--- src/rtl/bus_glue_pkg.sv ---
package bus_glue_pkg;
  parameter int ADDR_W  = 24;
  parameter int NUM_LVL = 7;
  localparam int LVL_W  = $clog2(NUM_LVL + 1);

  typedef struct packed {
    logic romHit;
    logic ramHit;
    logic ioHit;
    logic rdEn;
    logic wrEn;
  } glueStrb_t;
endpackage

--- src/rtl/glue_ctrl.sv ---
module glue_ctrl
  import bus_glue_pkg::*;
#(
  parameter logic [ADDR_W-1:0] ROM_BASE = 24'h000000,
  parameter logic [ADDR_W-1:0] ROM_LAST = 24'h03FFFF,
  parameter logic [ADDR_W-1:0] RAM_BASE = 24'h100000,
  parameter logic [ADDR_W-1:0] RAM_LAST = 24'h13FFFF,
  parameter logic [ADDR_W-1:0] IO_BASE  = 24'hF00000,
  parameter logic [ADDR_W-1:0] IO_LAST  = 24'hFFFFFF
) (
  input  logic [ADDR_W-1:1] busAddr,
  input  logic              asN,
  input  logic              rdWr,
  output glueStrb_t         strb
);
  localparam logic [ADDR_W-1:0] ROM_SPAN = ROM_LAST - ROM_BASE;
  localparam logic [ADDR_W-1:0] RAM_SPAN = RAM_LAST - RAM_BASE;
  localparam logic [ADDR_W-1:0] IO_SPAN  = IO_LAST - IO_BASE;

  logic [ADDR_W-1:0] byteAddr;
  logic [ADDR_W-1:0] romOfs, ramOfs, ioOfs;
  logic romWin, ramWin, ioWin, cycOn;

  // The offset from each base is compared once against the span, unsigned.
  always_comb begin
    byteAddr = {busAddr, 1'b0};
    romOfs   = byteAddr - ROM_BASE;
    ramOfs   = byteAddr - RAM_BASE;
    ioOfs    = byteAddr - IO_BASE;
    romWin   = (romOfs <= ROM_SPAN);
    ramWin   = (ramOfs <= RAM_SPAN);
    ioWin    = (ioOfs <= IO_SPAN);
    cycOn    = ~asN;

    strb.romHit = cycOn & romWin;
    strb.ramHit = cycOn & ramWin & ~romWin;
    strb.ioHit  = cycOn & ioWin & ~romWin & ~ramWin;
    strb.rdEn   = cycOn & rdWr;
    strb.wrEn   = cycOn & ~rdWr;
  end
endmodule

--- src/rtl/glue_dp.sv ---
module glue_dp
  import bus_glue_pkg::*;
(
  input  glueStrb_t strb,
  input  logic      udsN,
  input  logic      ldsN,
  output logic      romHiSelN,
  output logic      romLoSelN,
  output logic      ramHiSelN,
  output logic      ramLoSelN,
  output logic      rdStrbN,
  output logic      wrStrbN,
  output logic      ioSel
);
  // Index 0 = upper lane, 1 = lower lane.
  logic [1:0] laneOn;
  logic [1:0] romSel, ramSel;

  assign laneOn = {~ldsN, ~udsN};

  for (genvar g = 0; g < 2; g++) begin : g_lane
    assign romSel[g] = strb.romHit & laneOn[g];
    assign ramSel[g] = strb.ramHit & laneOn[g];
  end

  assign romHiSelN = ~romSel[0];
  assign romLoSelN = ~romSel[1];
  assign ramHiSelN = ~ramSel[0];
  assign ramLoSelN = ~ramSel[1];
  assign rdStrbN   = ~strb.rdEn;
  assign wrStrbN   = ~strb.wrEn;
  assign ioSel     = strb.ioHit;
endmodule

--- src/rtl/irq_enc.sv ---
module irq_enc
  import bus_glue_pkg::*;
(
  input  logic               clk,
  input  logic               rstN,
  input  logic [NUM_LVL-1:0] intReqN,
  output logic [LVL_W-1:0]   iplN
);
  logic [NUM_LVL-1:0] syncA, syncB;
  logic [LVL_W-1:0]   lvl;

  always_ff @(posedge clk or negedge rstN) begin
    if (!rstN) begin
      syncA <= '1;
      syncB <= '1;
    end else begin
      syncA <= intReqN;
      syncB <= syncA;
    end
  end

  // The scan runs upward, so the highest asserted request is the last one to write lvl.
  always_comb begin
    lvl = '0;
    for (int i = 0; i < NUM_LVL; i++) begin
      if (!syncB[i]) lvl = LVL_W'(i + 1);
    end
  end

  assign iplN = ~lvl;
endmodule

--- src/rtl/bus_glue.sv ---
module bus_glue
  import bus_glue_pkg::*;
(
  input  logic               clk,
  input  logic               rstN,
  input  logic [ADDR_W-1:1]  busAddr,
  input  logic               asN,
  input  logic               udsN,
  input  logic               ldsN,
  input  logic               rdWr,
  input  logic [NUM_LVL-1:0] intReqN,
  output logic               romHiSelN,
  output logic               romLoSelN,
  output logic               ramHiSelN,
  output logic               ramLoSelN,
  output logic               rdStrbN,
  output logic               wrStrbN,
  output logic               ioSel,
  output logic [LVL_W-1:0]   iplN
);
  glueStrb_t strb;

  glue_ctrl u_ctrl (
    .busAddr(busAddr), .asN(asN), .rdWr(rdWr), .strb(strb)
  );

  glue_dp u_dp (
    .strb(strb), .udsN(udsN), .ldsN(ldsN),
    .romHiSelN(romHiSelN), .romLoSelN(romLoSelN),
    .ramHiSelN(ramHiSelN), .ramLoSelN(ramLoSelN),
    .rdStrbN(rdStrbN), .wrStrbN(wrStrbN), .ioSel(ioSel)
  );

  irq_enc u_irq (
    .clk(clk), .rstN(rstN), .intReqN(intReqN), .iplN(iplN)
  );
endmodule

--- config.mk ---
export PLATFORM = sky130hd
export DESIGN_NAME = bus_glue
export DESIGN_NICKNAME = d
export VERILOG_FILES = /design/src/rtl/bus_glue_pkg.sv /design/src/rtl/glue_ctrl.sv /design/src/rtl/glue_dp.sv /design/src/rtl/irq_enc.sv /design/src/rtl/bus_glue.sv
export SDC_FILE = /design/constraint.sdc
export NUM_CORES = 1
export LEC_CHECK = 0
export BUFFER_PORTS_ARGS = -buffer_cell sky130_fd_sc_hd__buf_2
export CAP_MARGIN = 20
export CELL_PAD_IN_SITES_DETAIL_PLACEMENT = 1
export CELL_PAD_IN_SITES_GLOBAL_PLACEMENT = 1
export CORE_MARGIN = 2
export CORE_UTILIZATION = 25
export DETAILED_ROUTE_END_ITERATION = 12
export GPL_TIMING_DRIVEN = 1
export PLACE_DENSITY_LB_ADDON = 0.1
export SYNTH_ARGS = -nofsm -noshare
export SYNTH_HDL_FRONTEND = slang
export SYNTH_SLANG_ARGS = --single-unit
--- constraint.sdc ---
create_clock -name clk -period 1.5 [get_ports clk]
set_input_delay 0.075 -clock clk [delete_from_list [all_inputs] [get_ports clk]]
set_output_delay 0.075 -clock clk [all_outputs]
set_load 0.03 [all_outputs]
; Yosys cells after proc, flatten, opt, wreduce, memory -nomap -nowiden
; Cells that the tools add are included.
[op_classes]
addsub = 2
order_cmp = 3
mux = 7
bitwise = 25
[op_table]
columns = op, count
row1 = 24-bit by 18-bit <= comparator with 1-bit output (second input constant), 2
row2 = 24-bit by 20-bit <= comparator with 1-bit output (second input constant), 1
row3 = 24-bit by 21-bit subtractor with 24-bit output (second input constant), 1
row4 = 24-bit subtractor (second input constant), 1
row5 = 3-bit two-way mux, 6
row6 = 1-bit bitwise AND, 12
row7 = 1-bit inverter, 12
row8 = 3-bit inverter, 1
row9 = 1-bit two-way mux, 1
[totals]
reg_bits = 14
input_bits = 36
out_inout_bits = 10

; Longest topological paths before layout
[depth]
word_depth = 8
mapped_depth = 3

; Hierarchy
; Synthesis repeated with hierarchy kept, for this count alone.
[hier_totals]
hier_cells = 40
area_unflattened_um2 = 513.0
[by_module_without_submodules]
columns = module, instances, cells_per_inst, area_each_um2, seq_area_each_um2
row1 = irq_enc, 1, 24, 411.6, 367.9
row2 = glue_ctrl, 1, 9, 61.3, 0.0
row3 = glue_dp, 1, 7, 40.0, 0.0

; Least setup slack after synthesis
; OpenSTA, ideal clock, no wires.
[synth_path]
path_type = register to output
startpoint = register u_irq.syncB[2]
endpoint = output port iplN[0]
arrival_ns = 1.117
t_required_ns = 1.425
setup_slack_ns = 0.308
path_stages_with_launch = 3
n_path_buf = 0
path_cell_list = dfstp_2 -> o21ai_0 -> a31oi_1
[synth_via]
elab_chain_len = 6
[synth_lines]
columns = element, line
row1 = from (decl), irq_enc.sv:9  ; logic [NUM_LVL-1:0] syncA, syncB;
row2 = from (signal assigned), irq_enc.sv:18  ; syncB <= syncA;
row3 = 3-bit two-way mux (5 in series), irq_enc.sv:26  ; if (!syncB[i]) lvl = LVL_W'(i + 1);
row4 = 3-bit inverter, irq_enc.sv:30  ; assign iplN = ~lvl;
row5 = to (decl), bus_glue.sv:19  ; output logic [LVL_W-1:0] iplN
; No other way between the ends.

; Final worst setup path
[layout_path]
startpoint = register u_irq.syncB[1]
endpoint = output port iplN[0]
[layout_via]
elab_chain_len = 7
[layout_lines]
columns = element, line
row1 = 3-bit two-way mux (6 in series), irq_enc.sv:26
row2 = 3-bit inverter, irq_enc.sv:30
; No other way between the ends.

==> results by group <==
Setup path
  – WS Path Type: reg2out
  – CP Launch Type: register
  – Data required, critical path: 1.42 ns
  – Crit end category: primary output
  – Peak fanout along the critical path: 2
  – Worst EP arrival: 1.26 ns

Timing
  – Final Cycle Share: 0.892
  – Final setup fails: 0
  – Post-layout min period: 1.34 ns
  – Fin. max-slew vios: 0
  – Min Hold Slack: 0.359 ns
  – Slew headroom: 0.812
  – Final WS setup: 0.162 ns
  – Final TNS setup: 0 ns
  – Clock Skew: 0.000689 ns
  – Fmax: 747 MHz
  – Unrepaired setup endpoints after global routing: false
  – Final hold vios: 0
  – Worst slew pin tran: 0.282 ns

Synthesis
  – Post-synthesis compound-gate area fraction: 0.0437
  – Post-Syn Area per Cell: 13.2 µm²
  – Combinational family with the most area after synthesis: simple AND/OR/NAND/NOR gates
  – Synth warn: 0
  – Post-synth EDFFs: 0
  – Ys async rst share: 1.00
  – Multiplexer area fraction after synthesis: 0
  – Netlist cell types: 14
  – Post-synth top cells: dfstp_2 (14), nor2_1 (5), nand2_1 (4)
  – Post-synthesis simple-gate area fraction: 0.185
  – Top cells by area, synth: dfstp_2 (76%), nor2_1 (3.9%), nand2_1 (3.1%), or4_4 (2.3%), nand3_1 (2.1%)
  – Post-Syn Instances: 37
  – Register area share after synthesis: 0.756
  – Share of the synthesized area in the top cell type: 0.756
  – Area of the mapped netlist: 487 µm²
  – Adder-cell area share of the yosys netlist: 0
  – Flop and latch count out of synthesis: 14
  – Syn Nets: 73
  – Count leader, synth: dfstp_2
  – Largest area contributor in the netlist: dfstp_2
  – XOR/XNOR Fraction of Synth Area: 0
  – Top_reg_cell synth: dfstp_2

Clock tree
  – CTS tree: built
  – Clk Latency, worst-skew pair: 0.27 ns
  – Clk buf depth: 2
  – Clk sinks: 14
  – CTS Buf Count: 3
  – CTS Root Cell: clkbuf_4
  – H-tree Lvls: 1
  – Clock transition at path regs: 0.08 ns

Placement
  – Placed Instance Area: 658 µm²
  – Final HPWL DP: 776 µm
  – # port buffers: 28
  – Setup WS pre-CTS: 0.298 ns
  – Routability-driven placement congestion ratio: 0.679

Power
  – Max VDD drop: 0.578 mV
  – Int Pwr: 0.602 mW
  – Switching power: 0.173 mW
  – PD cells: 1000 nW/µm²
  – Pleak: 0.351 nW
  – Sw Share: 0.224
  – Clock share of power: 0.343
  – Combinational fraction of design power: 0.116
  – Share of power burned in registers: 0.540

Routing
  – Remaining antenna violation count after routing: 0
  – Final WL: 1.15 mm
  – Detailed router's first-iteration violation count: 0
  – Vias per inst: 3.97
  – Wire per inst: 11.3 µm
  – Vias: 405
  – Remaining DRCs: 0
  – DR pass1 iterations: 1

GRT
  – Met3 Use GR: 0.0148
  – Grt met1 use: 0.107
  – Vias in the first global route: 427
  – M2 GR Usage: 0.253
  – Pin count of the biggest net entering global routing: 15
  – Initial antenna violation count: 0
  – Total global routing overflow: 0
  – GRT Total Usage: 0.119
  – Most used routing layer in global routing: met2
  – First-pass GRT wire length: 1.81 mm

Layout
  – N_diodes: 0
  – Share of cells above drive strength 1: 0.649
  – # fillers: 216
  – NumNets Final: 114
  – Sequential cell area: 368 µm²
  – Design Area, Final: 774 µm²
  – Layout Utilization: 0.434
  – Footprint of the multi-input gates: 111 µm²
  – Area grow syn2layout: 59.1%

Min path
  – Hold Crit Class: reg2reg

Status
  – Status: completed

Floorplan
  – IO Count: 46
  – Die area: 2320 µm²
  – Die width: 48.1 µm
  – CORE AREA: 1780 µm²
  – Initial Utilization: 0.273
  – Row cnt: 15
  – Die Height: 48.1 µm

Run
  – Max Cap Viol: 0
-- flip-flops by register name, summed over array words and instances (netlist names) --
| name | flops |
|---|---|
| u_irq.syncB | 7 |
| u_irq.syncA | 7 |
-- cells in the final DEF (no fill, tap or decap), drive strengths merged, types with 2 or more instances in the layout --
cell,n
buf,28
clkbuf,4
dfstp,14
dlygate4sd3,8
inv,2
nand2,4
nand3,2
nor2,6
o21ai,2
-- critical path, stage by stage, from the launching register on --
cell and delay, ns:
dfstp_2 0.53, inv_1 0.03, o21ai_0 0.15, a31oi_1 0.09
buf_2 0.18
-- per-layer routing --
metal | vias up | routed length [µm]
met3 | 0 | 56
met2 | 13 | 717
li1 | 200 | -
met5 | - | 0
met4 | 0 | 0
met1 | 192 | 374
-- worst paths after layout --
check,from,to,slack [ns],depth (start not counted)
worst max-delay path,u_irq.syncB[1]$_DFF_PN1_,iplN[0],0.16,4
worst min-delay path,u_irq.syncA[5]$_DFF_PN1_,u_irq.syncB[5]$_DFF_PN1_,0.36,0
worst max register to register,u_irq.syncA[3]$_DFF_PN1_,u_irq.syncB[3]$_DFF_PN1_,0.92,0
worst min register to register,u_irq.syncA[5]$_DFF_PN1_,u_irq.syncB[5]$_DFF_PN1_,0.36,0
max in group asynchronous,rstN,u_irq.syncB[0]$_DFF_PN1_,1.02,2
min in group asynchronous,rstN,u_irq.syncA[5]$_DFF_PN1_,0.45,2
-- stage by stage --
stage | cells | total power [mW]
2_1_floorplan | 37 | 0.453
3_3_place_gp | 90 | 0.497
3_5_place_dp | 90 | 0.498
4_1_cts | 102 | 0.775
5_1_grt | 102 | 0.811
6_report | 102 | 0.775
-- what timing repair did --
action,in CTS,in global routing
hold buffers,8,0
setup buffers,0,0
gates resized for setup,0,0
hold endpoints to repair,21,0
-- logic make-up after synthesis --
family | count (synthesis)
AO/OA/AOI/OAI | 4
buffers and inverters | 2
flip-flops | 14
AND/OR/NAND/NOR | 17
-- final cells by class --
type                    instances  area share
clock buffers                   4      0.0468
inverters                       2     0.00969
multi-input cells              21       0.144
flip-flops and latches         14       0.475
well taps                      25      0.0404
repair buffers                 36       0.284
-- power groups by stage --
stage / Sequential, mW / Clock, mW / Combinational [mW]
floorplan: 0.423 / 0 / 0.0299
global placement: 0.425 / 0 / 0.0723
detailed placement: 0.425 / 0 / 0.0730
CTS: 0.419 / 0.267 / 0.0884
global route: 0.422 / 0.291 / 0.0984
finish: 0.419 / 0.266 / 0.0900
No activity file was read; power rests on OpenSTA's default activity.
